--- config.mk ---
export PLATFORM = sky130hd
export DESIGN_NAME = raster_timing
export DESIGN_NICKNAME = d
export VERILOG_FILES = /design/src/rtl/raster_timing.sv
export SDC_FILE = /design/constraint.sdc
export NUM_CORES = 1
export LEC_CHECK = 0
export ABC_AREA = 1
export BUFFER_PORTS_ARGS = -buffer_cell sky130_fd_sc_hd__buf_2
export CORE_MARGIN = 2
export CORE_UTILIZATION = 54
export CTS_CLUSTER_DIAMETER = 100
export DETAILED_ROUTE_END_ITERATION = 7
export PLACE_DENSITY = 0.77
export RECOVER_POWER = 100
export REMOVE_ABC_BUFFERS = 1
export SETUP_SLACK_MARGIN = 0.02
export SYNTH_ARGS = -nofsm -noshare
export SYNTH_HDL_FRONTEND = slang
export SYNTH_SLANG_ARGS = --single-unit
--- constraint.sdc ---
create_clock -name clk -period 2.4 [get_ports clk]
set_input_delay 0.48 -clock clk [delete_from_list [all_inputs] [get_ports clk]]
set_output_delay 0.48 -clock clk [all_outputs]
set_load 0.02 [all_outputs]
--- src/rtl/raster_timing.sv ---
module raster_timing #(
  parameter int H_ACTIVE = 40,
  parameter int H_NARROW = 32,
  parameter int H_RBORD  = 6,
  parameter int H_FP     = 2,
  parameter int H_SYNC   = 4,
  parameter int H_BP     = 6,
  parameter int H_LBORD  = 6,
  parameter int V_BLANK  = 10,
  parameter int V_TOP    = 26,
  parameter int V_ACT    = 240,
  parameter int V_SHORT  = 192,
  parameter int V_BOT    = 26,
  parameter int V_RET    = 10,
  parameter int CHAR_HZ  = 1000000,
  parameter int TICK_HZ  = 60
) (
  input  logic       clk,
  input  logic       rst,
  input  logic       char_en,
  input  logic       narrow_cols,
  input  logic       short_rows,
  output logic [$clog2(H_ACTIVE+H_RBORD+H_FP+H_SYNC+H_BP+H_LBORD)-1:0] col,
  output logic [$clog2(V_BLANK+V_TOP+V_ACT+V_BOT+V_RET)-1:0] line,
  output logic       hsync_n,
  output logic       vsync_n,
  output logic       disp_en,
  output logic       border_en,
  output logic       blank,
  output logic       tick60
);
  localparam int H_TOTAL = H_ACTIVE + H_RBORD + H_FP + H_SYNC + H_BP + H_LBORD;
  localparam int V_TOTAL = V_BLANK + V_TOP + V_ACT + V_BOT + V_RET;
  localparam int CW = $clog2(H_TOTAL);
  localparam int LW = $clog2(V_TOTAL);
  localparam int AW = $clog2(CHAR_HZ + TICK_HZ) + 1;

  localparam logic [CW-1:0] C_LAST  = CW'(H_TOTAL - 1);
  localparam logic [CW-1:0] C_WIDE  = CW'(H_ACTIVE);
  localparam logic [CW-1:0] C_NAR   = CW'(H_NARROW);
  localparam logic [CW-1:0] C_HB0   = CW'(H_ACTIVE + H_RBORD);
  localparam logic [CW-1:0] C_HS0   = CW'(H_ACTIVE + H_RBORD + H_FP);
  localparam logic [CW-1:0] C_HS1   = CW'(H_ACTIVE + H_RBORD + H_FP + H_SYNC);
  localparam logic [CW-1:0] C_HB1   = CW'(H_ACTIVE + H_RBORD + H_FP + H_SYNC + H_BP);

  localparam int V_OFS = (V_ACT - V_SHORT) / 2;
  localparam logic [LW-1:0] L_LAST  = LW'(V_TOTAL - 1);
  localparam logic [LW-1:0] L_VB1   = LW'(V_BLANK);
  localparam logic [LW-1:0] L_W0    = LW'(V_BLANK + V_TOP);
  localparam logic [LW-1:0] L_W1    = LW'(V_BLANK + V_TOP + V_ACT);
  localparam logic [LW-1:0] L_S0    = LW'(V_BLANK + V_TOP + V_OFS);
  localparam logic [LW-1:0] L_S1    = LW'(V_BLANK + V_TOP + V_OFS + V_SHORT);
  localparam logic [LW-1:0] L_VR0   = LW'(V_BLANK + V_TOP + V_ACT + V_BOT);

  localparam logic [AW-1:0] A_STEP  = AW'(TICK_HZ);
  localparam logic [AW-1:0] A_MOD   = AW'(CHAR_HZ);

  logic [AW-1:0] acc_q;
  logic [AW-1:0] acc_sum;
  logic          acc_wrap;
  logic          h_act, v_act, h_blank, v_blank;

  assign acc_sum  = acc_q + A_STEP;
  assign acc_wrap = acc_sum >= A_MOD;

  always_ff @(posedge clk) begin
    if (rst) begin
      col    <= '0;
      line   <= '0;
      acc_q  <= '0;
      tick60 <= 1'b0;
    end else if (char_en) begin
      col    <= (col == C_LAST) ? '0 : col + 1'b1;
      if (col == C_LAST)
        line <= (line == L_LAST) ? '0 : line + 1'b1;
      acc_q  <= acc_wrap ? acc_sum - A_MOD : acc_sum;
      tick60 <= acc_wrap;
    end
  end

  assign h_act   = col < (narrow_cols ? C_NAR : C_WIDE);
  assign v_act   = short_rows ? (line >= L_S0 && line < L_S1)
                              : (line >= L_W0 && line < L_W1);
  assign h_blank = col >= C_HB0 && col < C_HB1;
  assign v_blank = line < L_VB1 || line >= L_VR0;

  assign hsync_n   = !(col >= C_HS0 && col < C_HS1);
  assign vsync_n   = !(line >= L_VR0);
  assign blank     = h_blank || v_blank;
  assign disp_en   = h_act && v_act && !blank;
  assign border_en = !blank && !disp_en;
endmodule


==> After elaboration in Yosys (flattened, before gate mapping) <==
Cells that the tools add are included.
{ "classes": {"n_addsub": 4, "magnitude_cmp": 12, "n_eq_ne": 2, "muxes": 5, "reduce_logical": 14} }
{ "op_table": {"columns": ["op", "count"], "rows": [
  ["adder 21 x 6 -> 21 bit (second input constant)", 1],
  ["greater-or-equal comparator 21 x 20 -> 1 bit (second input constant)", 1],
  ["two-way mux 21 bit", 1],
  ["subtractor 21 x 20 -> 21 bit (second input constant)", 1],
  ["greater-or-equal comparator 9 x 6 -> 1 bit (second input constant)", 2],
  ["greater-or-equal comparator 6 bit (second input constant)", 2],
  ["< comparator 6 bit (second input constant)", 2],
  ["adder 9 x 1 -> 9 bit (second input constant)", 1],
  ["equality test 9 bit (second input constant)", 1],
  ["greater-or-equal comparator 9 bit (second input constant)", 1],
  ["< comparator 9 x 4 -> 1 bit (second input constant)", 1],
  ["< comparator 9 x 8 -> 1 bit (second input constant)", 1],
  ["< comparator 9 bit (second input constant)", 1],
  ["two-way mux 9 bit", 1],
  ["logical AND 1 bit", 7],
  ["adder 6 x 1 -> 6 bit (second input constant)", 1],
  ["equality test 6 bit (second input constant)", 1],
  ["< comparator 6 bit", 1],
  ["two-way mux 6 bit", 1],
  ["logical NOT 1 bit", 4],
  ["two-way mux 4 bit", 1],
  ["logical OR 1 bit", 2],
  ["AND reduction 2 bit", 1],
  ["two-way mux 1 bit", 1]
]} }
{ "word_totals": {"ff_bits": 37, "input_bits": 5, "output_inout_bits": 21} }

==> Depth between registers and ports, before layout <==
Gate-level depths: netlist of run 1.
{ "logic_depth": {"word_depth": 7, "depth_mapped": 19} }

==> Least setup slack after synthesis of run 1 <==
Ideal clock, no wire load.
{ "synth_path": {"kind": "flip-flop to output port", "start": "register line[7]", "end": "output port border_en", "arrival_ps": 2112, "t_required_ps": 1920, "path_slack_ps": -192, "stages_incl_launch_ff": 6, "n_path_buf": 0, "cell_sequence": "dfxtp_1 > nor2_1 > inv_1 > o31ai_1 > nand3_1 > nor2_1"} }
{ "synth_between": {"elab_chain_cells": 7, "elab_cells_between_ends": 16} }
{ "synth_rtl": {"columns": ["element", "line", "source"], "rows": [
  ["start: declaration", "24", "output logic [$clog2(V_BLANK+V_TOP+V_ACT+V_BOT+V_RET)-1:0] line,"],
  ["start signal: assignment", "75", "line <= (line == L_LAST) ? '0 : line + 1'b1;"],
  ["< comparator 9 x 4 -> 1 bit / greater-or-equal comparator 9 bit (equally long branches)", "85", "assign v_blank = line < L_VB1 || line >= L_VR0;"],
  ["logical OR 1 bit (*)", "85", null],
  ["logical OR 1 bit (*)", "89", "assign blank = h_blank || v_blank;"],
  ["net blank", "29", "output logic blank,"],
  ["logical NOT 1 bit (*)", "90, 91", null],
  ["logical AND 1 bit", "90", "assign disp_en = h_act && v_act && !blank;"],
  ["logical NOT 1 bit", "91", "assign border_en = !blank && !disp_en;"],
  ["logical AND 1 bit (*)", "91", null],
  ["end: declaration", "28", "output logic border_en,"]
]} }
Mark *: on every way through the listed nets, which the timed path passes. The rest lies on a longest branch.

==> Worst setup path after layout of run 1 <==
{ "layout_path": {"start": "register line[4]", "end": "output port border_en"} }
{ "layout_between": {"elab_chain_cells": 7, "elab_cells_between_ends": 16} }
{ "layout_rtl": {"columns": ["element", "line", "source"], "rows": [
  ["greater-or-equal comparator 9 x 6 -> 1 bit (tied with other cells)", "83", ": (line >= L_W0 && line < L_W1);"],
  ["logical AND 1 bit (tied with other cells)", "83", null],
  ["two-way mux 1 bit / logical OR 1 bit (equally long branches)", "82, 89", null],
  ["logical AND 1 bit / logical NOT 1 bit (equally long branches)", "90, 91", null],
  ["logical AND 1 bit", "90", null],
  ["logical NOT 1 bit", "91", null],
  ["logical AND 1 bit (*)", "91", null]
]} }
Mark *: on every way between the ends. The rest lies on a longest branch, timed or not.

==> flow_summary.ini, run 1 <==
[finish]
finalNonFillerCells = 558
nNetsFinal = 502
antenna_cells = 0
syn_to_final_growth_pct = 22.1
stdcell_area_um2 = 3330
drive_gt1_share_pct = 21.2
final_common_cell = nand2_1
post-route-util_pct = 69.7
mostFrequentLayoutCells = 121 x nand2_1, 51 x inv_1, 39 x nor2_1, 33 x nand3_1, 26 x dfxtp_1

[logic_synthesis]
seq_area_frac_synth_pct = 25.7
synth-seq-cells = 35
synth_top_area_share_pct = 25.7
yosysWarnings = 0
synth_edf_count = 0
avgSynthCellArea_um2 = 6.18
yosysTopAreaCell = dfxtp_1
synth_flop_cell = dfxtp_1
synth-async-reset-ratio_pct = 0
synthCells = 442
synth_cell_type_count = 38
syn_area_um2 = 2730
synthTopCellsByArea = dfxtp_1 26%, nand2_1 18%, inv_1 7.4%

[route]
drtAntennaViolNets = 0
drtPass1Iterations = 4
first_iter_violations = 183
via_per_inst = 5.48
wire_per_inst_um = 13.7
wl_mm = 7.62
vias = 3057
drc = 0

[placed_design]
pre_cts_slack_ps = -61.6
post-dp-hpwl_mm = 5.22
numPortBuffers = 25
routabilityCongestion = 0.958
placedCellCount = 535
dpl_cell_area_um2 = 2960

[global_routing]
gr-total-overflow = 0
grt_usage_pct = 25.9
grt_pass1_vias = 2507
grt_pass1_wl_mm = 11.3
grt_antenna_before_repair = 0
grt_max_degree = 27

[floorplanning]
initial_core_util_pct = 57.0
core_um2 = 4790
dieArea_um2 = 5640
die_y_um = 75.1
io_pins = 26
fp.dieW_um = 75.1
row_count = 25

[critical_path]
start_kind = flop
max_stage_delay_ps = 450
crit_chain = nand2_1 -> nor3_1 -> inv_1 -> o211ai_1 -> a211oi_1 -> nor2_1 -> buf_2
cp-end-kind = output pin
crit_required_ps = 1920
arrival_ps = 1850
critPathMaxFanout = 7
path_class = reg -> out
slowest_stage = dfxtp_1
reg2reg_slack_ps = 100

[power]
p_sw_share_pct = 28.3
switching_power_uw = 413
pwr-share-comb_pct = 18.4
power.leakage_nw = 1.37
clock_power_share_pct = 39.1
power_mw = 1.46
power_density_nw_per_um2 = 437
pwr-share-seq_pct = 42.5
vdd.ir_drop.worst_v = 0.000370
p_int_mw = 1.04

[run]
drv_cap = 0

[cts]
numCtsBuffers = 5
clk_pin_slew_worst_paths_ps = 70
clockBufferDepth = 2
clock_insertion_delay_worst_skew_ps = 300
htreeDepth = 2
clock-root-buffer = clkbuf_8
clock_sinks = 35
cts_tree = built

[worst_hold_path]
hp-class = reg -> reg

[sta]
setup_ws_ps = 74.9
fin_tns_setup_ps = 0
rsz0062_at_grt = yes
worst_pin_slew_ps = 1050
drv_slew = 0
whs_ps = 469
layout_min_cycle_time_ps = 2330
slew_headroom_pct = 29.7
achievable-frequency_mhz = 430
fin_skew_ps = 4.23
setup_violations = 0
min_period_over_period_pct = 96.9
finalHoldViolCount = 0

[status]
status = complete, no violations
## cell type report
| cell class | instances | area, µm² |
|---|---|---|
| clock inverters | 2 | 35.0 |
| flip-flops and latches | 35 | 717 |
| fillers | 420 | 1450 |
| inverters | 61 | 234 |
| repair buffers | 50 | 297 |
| multi-input cells | 337 | 1890 |
| well taps | 67 | 83.8 |
| clock buffers | 6 | 82.6 |
## kinds of logic after synthesis
kind of cell | count (synthesis) | synth area share (%)
AO/OA/AOI/OAI | 57 | 12.0
flip-flops | 35 | 25.7
adder cells (fa/ha/maj) | 7 | 3.21
AND/OR/NAND/NOR | 256 | 42.9
buffers and inverters | 72 | 10.9
XOR/XNOR | 15 | 5.36
## Yosys cell counts (6+ instances only)
library cell / instances
nor2_1: 42
clkbuf_1: 6
o21ai_0: 12
nand2_1: 130
inv_1: 54
nor2_2: 9
nand4_1: 8
nand3_1: 35
a21oi_1: 27
dfxtp_1: 35
nand2_2: 6
xor2_1: 11
nor3_1: 11
ha_1: 7
## path summary, 6_finish.rpt
| kind | end | startpoint | depth (start not counted) |
|---|---|---|---|
| setup reg to reg | acc_q[10]$_SDFFE_PP0P_ | acc_q[3]$_SDFFE_PP0P_ | 17 |
| hold reg to reg | tick60$_SDFFE_PP0P_ | tick60$_SDFFE_PP0P_ | 2 |
| hold / removal | tick60$_SDFFE_PP0P_ | tick60$_SDFFE_PP0P_ | 2 |
| setup / recovery | border_en | line[4]$_SDFFE_PP0P_ | 7 |
## what timing repair did
item / CTS / global route
setup endpoints to repair: 16 / 16
buffers inserted: 0 / 13
pin swaps: 1 / 20
gates resized for setup: 2 / 51
cloned: 1 / 1
hold buffers: 0 / 0
## flip-flops by register name, indices dropped and copies added (netlist names)
register,flops
acc_q,19
col,6
tick60,1
line,9
## power groups by stage
stage          clock (mW)  sequential [mW]  combinational (mW)
2_1_floorplan           0            0.628               0.121
3_3_place_gp            0            0.626               0.192
3_5_place_dp            0            0.626               0.194
4_1_cts             0.568            0.613               0.196
5_1_grt             0.596            0.622               0.295
6_report            0.570            0.619               0.268
## critical path: cells and delay by family (launching register included)
kind | cells | cell delay (ps)
DFF | 1 | 450
and+or+nand+nor | 3 | 610
AOI/OAI and AO/OA | 2 | 220
buffers and inverters | 2 | 270
## layer usage
layer  up-vias  track usage (%)  routed length, µm
met5         -                0                  0
met4         0             6.75                164
met3        24             4.02                491
met2       114             41.0               3670
met1      1404             36.7               3290
li1       1515                -                  -
Power figures use the tool's default switching activity.
==> run 2, diff against run 1 <==
Settings changed: BUFFER_PORTS_ARGS -buffer_cell sky130_fd_sc_hd__buf_2 to default, CORE_UTILIZATION 54 to 56, DONT_BUFFER_PORTS from default to 1, PLACE_DENSITY 0.77 to 0.74.
==> run 2 against run 1 <==
  * Worst hold slack lost 240 ps
  * Clock skew grew 7.7 ps
  * Cell area shrank 4.0%
  * Highest routed layer unchanged
  * Non-clock buffer count shrank 20
  * Final cell count shrank 3.9%
  * Total power shrank 4.0%
==> flow_summary.ini, run 2 (synthesis results as in run 1) <==
[status]
status = complete, no violations

[route]
drtPass1Iterations = 5
vias = 2857
drtAntennaViolNets = 0
wl_mm = 7.31
via_per_inst = 5.33
wire_per_inst_um = 13.6
first_iter_violations = 216
drc = 0

[cts]
clk_pin_slew_worst_paths_ps = 70
cts_tree = built
clock_insertion_delay_worst_skew_ps = 300
clock_sinks = 35
numCtsBuffers = 5
clockBufferDepth = 2
clock-root-buffer = clkbuf_8
htreeDepth = 2

[power]
p_int_mw = 1.02
pwr-share-comb_pct = 15.6
power_mw = 1.40
power_density_nw_per_um2 = 437
clock_power_share_pct = 40.4
p_sw_share_pct = 27.0
vdd.ir_drop.worst_v = 0.000537
power.leakage_nw = 1.34
pwr-share-seq_pct = 44.0
switching_power_uw = 377

[sta]
drv_slew = 0
rsz0062_at_grt = yes
setup_violations = 0
whs_ps = 233
min_period_over_period_pct = 97.4
setup_ws_ps = 61.6
fin_skew_ps = 11.9
fin_tns_setup_ps = 0
finalHoldViolCount = 0
layout_min_cycle_time_ps = 2340
slew_headroom_pct = 72.6
worst_pin_slew_ps = 401
achievable-frequency_mhz = 428

[global_routing]
grt_use_met2_pct = 43.1
grt_usage_pct = 26.4
grt_max_degree = 28
grt_pass1_wl_mm = 11.2
grt_util_met3_pct = 3.70
busiest_layer = met2
grt_antenna_before_repair = 0
met1_usage_pct = 36.6
grt_pass1_vias = 2435
gr-total-overflow = 0

[critical_path]
cpMostUsedCell = buf_4
path_class = reg -> out
arrival_ps = 1860
crit_chain = buf_4 -> nand2_1 -> nor3_1 -> inv_1 -> o211ai_1 -> a211oi_1 -> nor2_1 -> buf_4
start_kind = flop
reg2reg_slack_ps = 130
rr_startpoint = acc_q[2]$_SDFFE_PP0P_
r2r_end = acc_q[8]$_SDFFE_PP0P_
critPathMaxFanout = 6
cp-end-kind = output pin
crit_required_ps = 1920
slowest_stage = nor3_1
r2r_cells = 16
max_stage_delay_ps = 330

[worst_hold_path]
hp-class = in -> reg
worstHoldStart = rst
holdPathStages = 1
hold_path_end = acc_q[11]$_SDFFE_PP0P_

[finish]
top_register = acc_q
largest_register_ffs = 19
nNetsFinal = 480
mostFrequentLayoutCells = 124 x nand2_1, 52 x inv_1, 41 x nor2_1, 35 x nand3_1, 29 x buf_4
drive_gt1_share_pct = 19.2
largestRegisters = acc_q: 19 flops, line: 9 flops, col: 6 flops
antenna_cells = 0
finalNonFillerCells = 536
syn_to_final_growth_pct = 17.2
final_common_cell = nand2_1

[floorplanning]
io_pins = 26
dieArea_um2 = 5450
row_count = 25
fp.dieW_um = 73.8
initial_core_util_pct = 57.8
core_um2 = 4720
die_y_um = 73.8

[placed_design]
post-dp-hpwl_mm = 5.17
placedCellCount = 518
routabilityCongestion = 0.924
numPortBuffers = 0
pre_cts_slack_ps = -46.9

[run]
drv_cap = 0
-- run 2: worst max-delay path by stage --
stage                                   endpoint  cells after the start                  start
after floorplan                        border_en                      5   line[7]$_SDFFE_PP0P_
after global placement    acc_q[19]$_SDFFE_PP0P_                     17  acc_q[2]$_SDFFE_PP0P_
after detailed placement  acc_q[19]$_SDFFE_PP0P_                     17  acc_q[2]$_SDFFE_PP0P_
after CTS                              border_en                      7   line[2]$_SDFFE_PP0P_
after global routing                   border_en                      8   line[3]$_SDFFE_PP0P_
final                                  border_en                      8   line[3]$_SDFFE_PP0P_
-- run 2: repair_timing --
action | in CTS | in global routing
pin swaps | 1 | 6
gates resized for setup | 3 | 29
hold buffers | 0 | 0
buffers inserted | 3 | 7
endpoints found under the setup margin | 15 | 19
-- run 2: power groups by stage --
stage	Clock, mW	Sequential [mW]	Combinational, mW
2_1_floorplan	0	0.628	0.121
3_3_place_gp	0	0.623	0.172
3_5_place_dp	0	0.624	0.173
4_1_cts	0.569	0.611	0.188
5_1_grt	0.592	0.617	0.240
6_report	0.565	0.616	0.218
-- run 2: worst max-delay path, delay by kind of cell (launching register included) --
kind	cells	cell delay [ps]
flip-flops	1	310
buffers and inverters	3	420
AO/OA/AOI/OAI	2	270
AND/OR/NAND/NOR	3	580
-- run 2: layer usage --
layer  share of wire (%)  vias up
met5                   0        -
li1                    -     1468
met1                  45     1305
met2                  48       71
met4                 1.9        0
met3                 5.4       13
-- run 2: final cells by class --
cell class                      instances  area [µm²]
Tap cell                               67        83.8
Sequential cell                        35         713
Clock buffer                            6        82.6
Inverter                               61         229
Multi-Input combinational cell        335        1830
Clock inverter                          2        35.0
Fill cell                             437        1520
Timing Repair Buffer                   30         229
-- run 2: metrics by stage --
step	cell area (µm²)	utilization (%)
floorplan	2660	-
global placement	2900	61.3
detailed placement	2900	61.3
CTS	3060	64.7
global route	3200	67.8
finish	3200	67.8
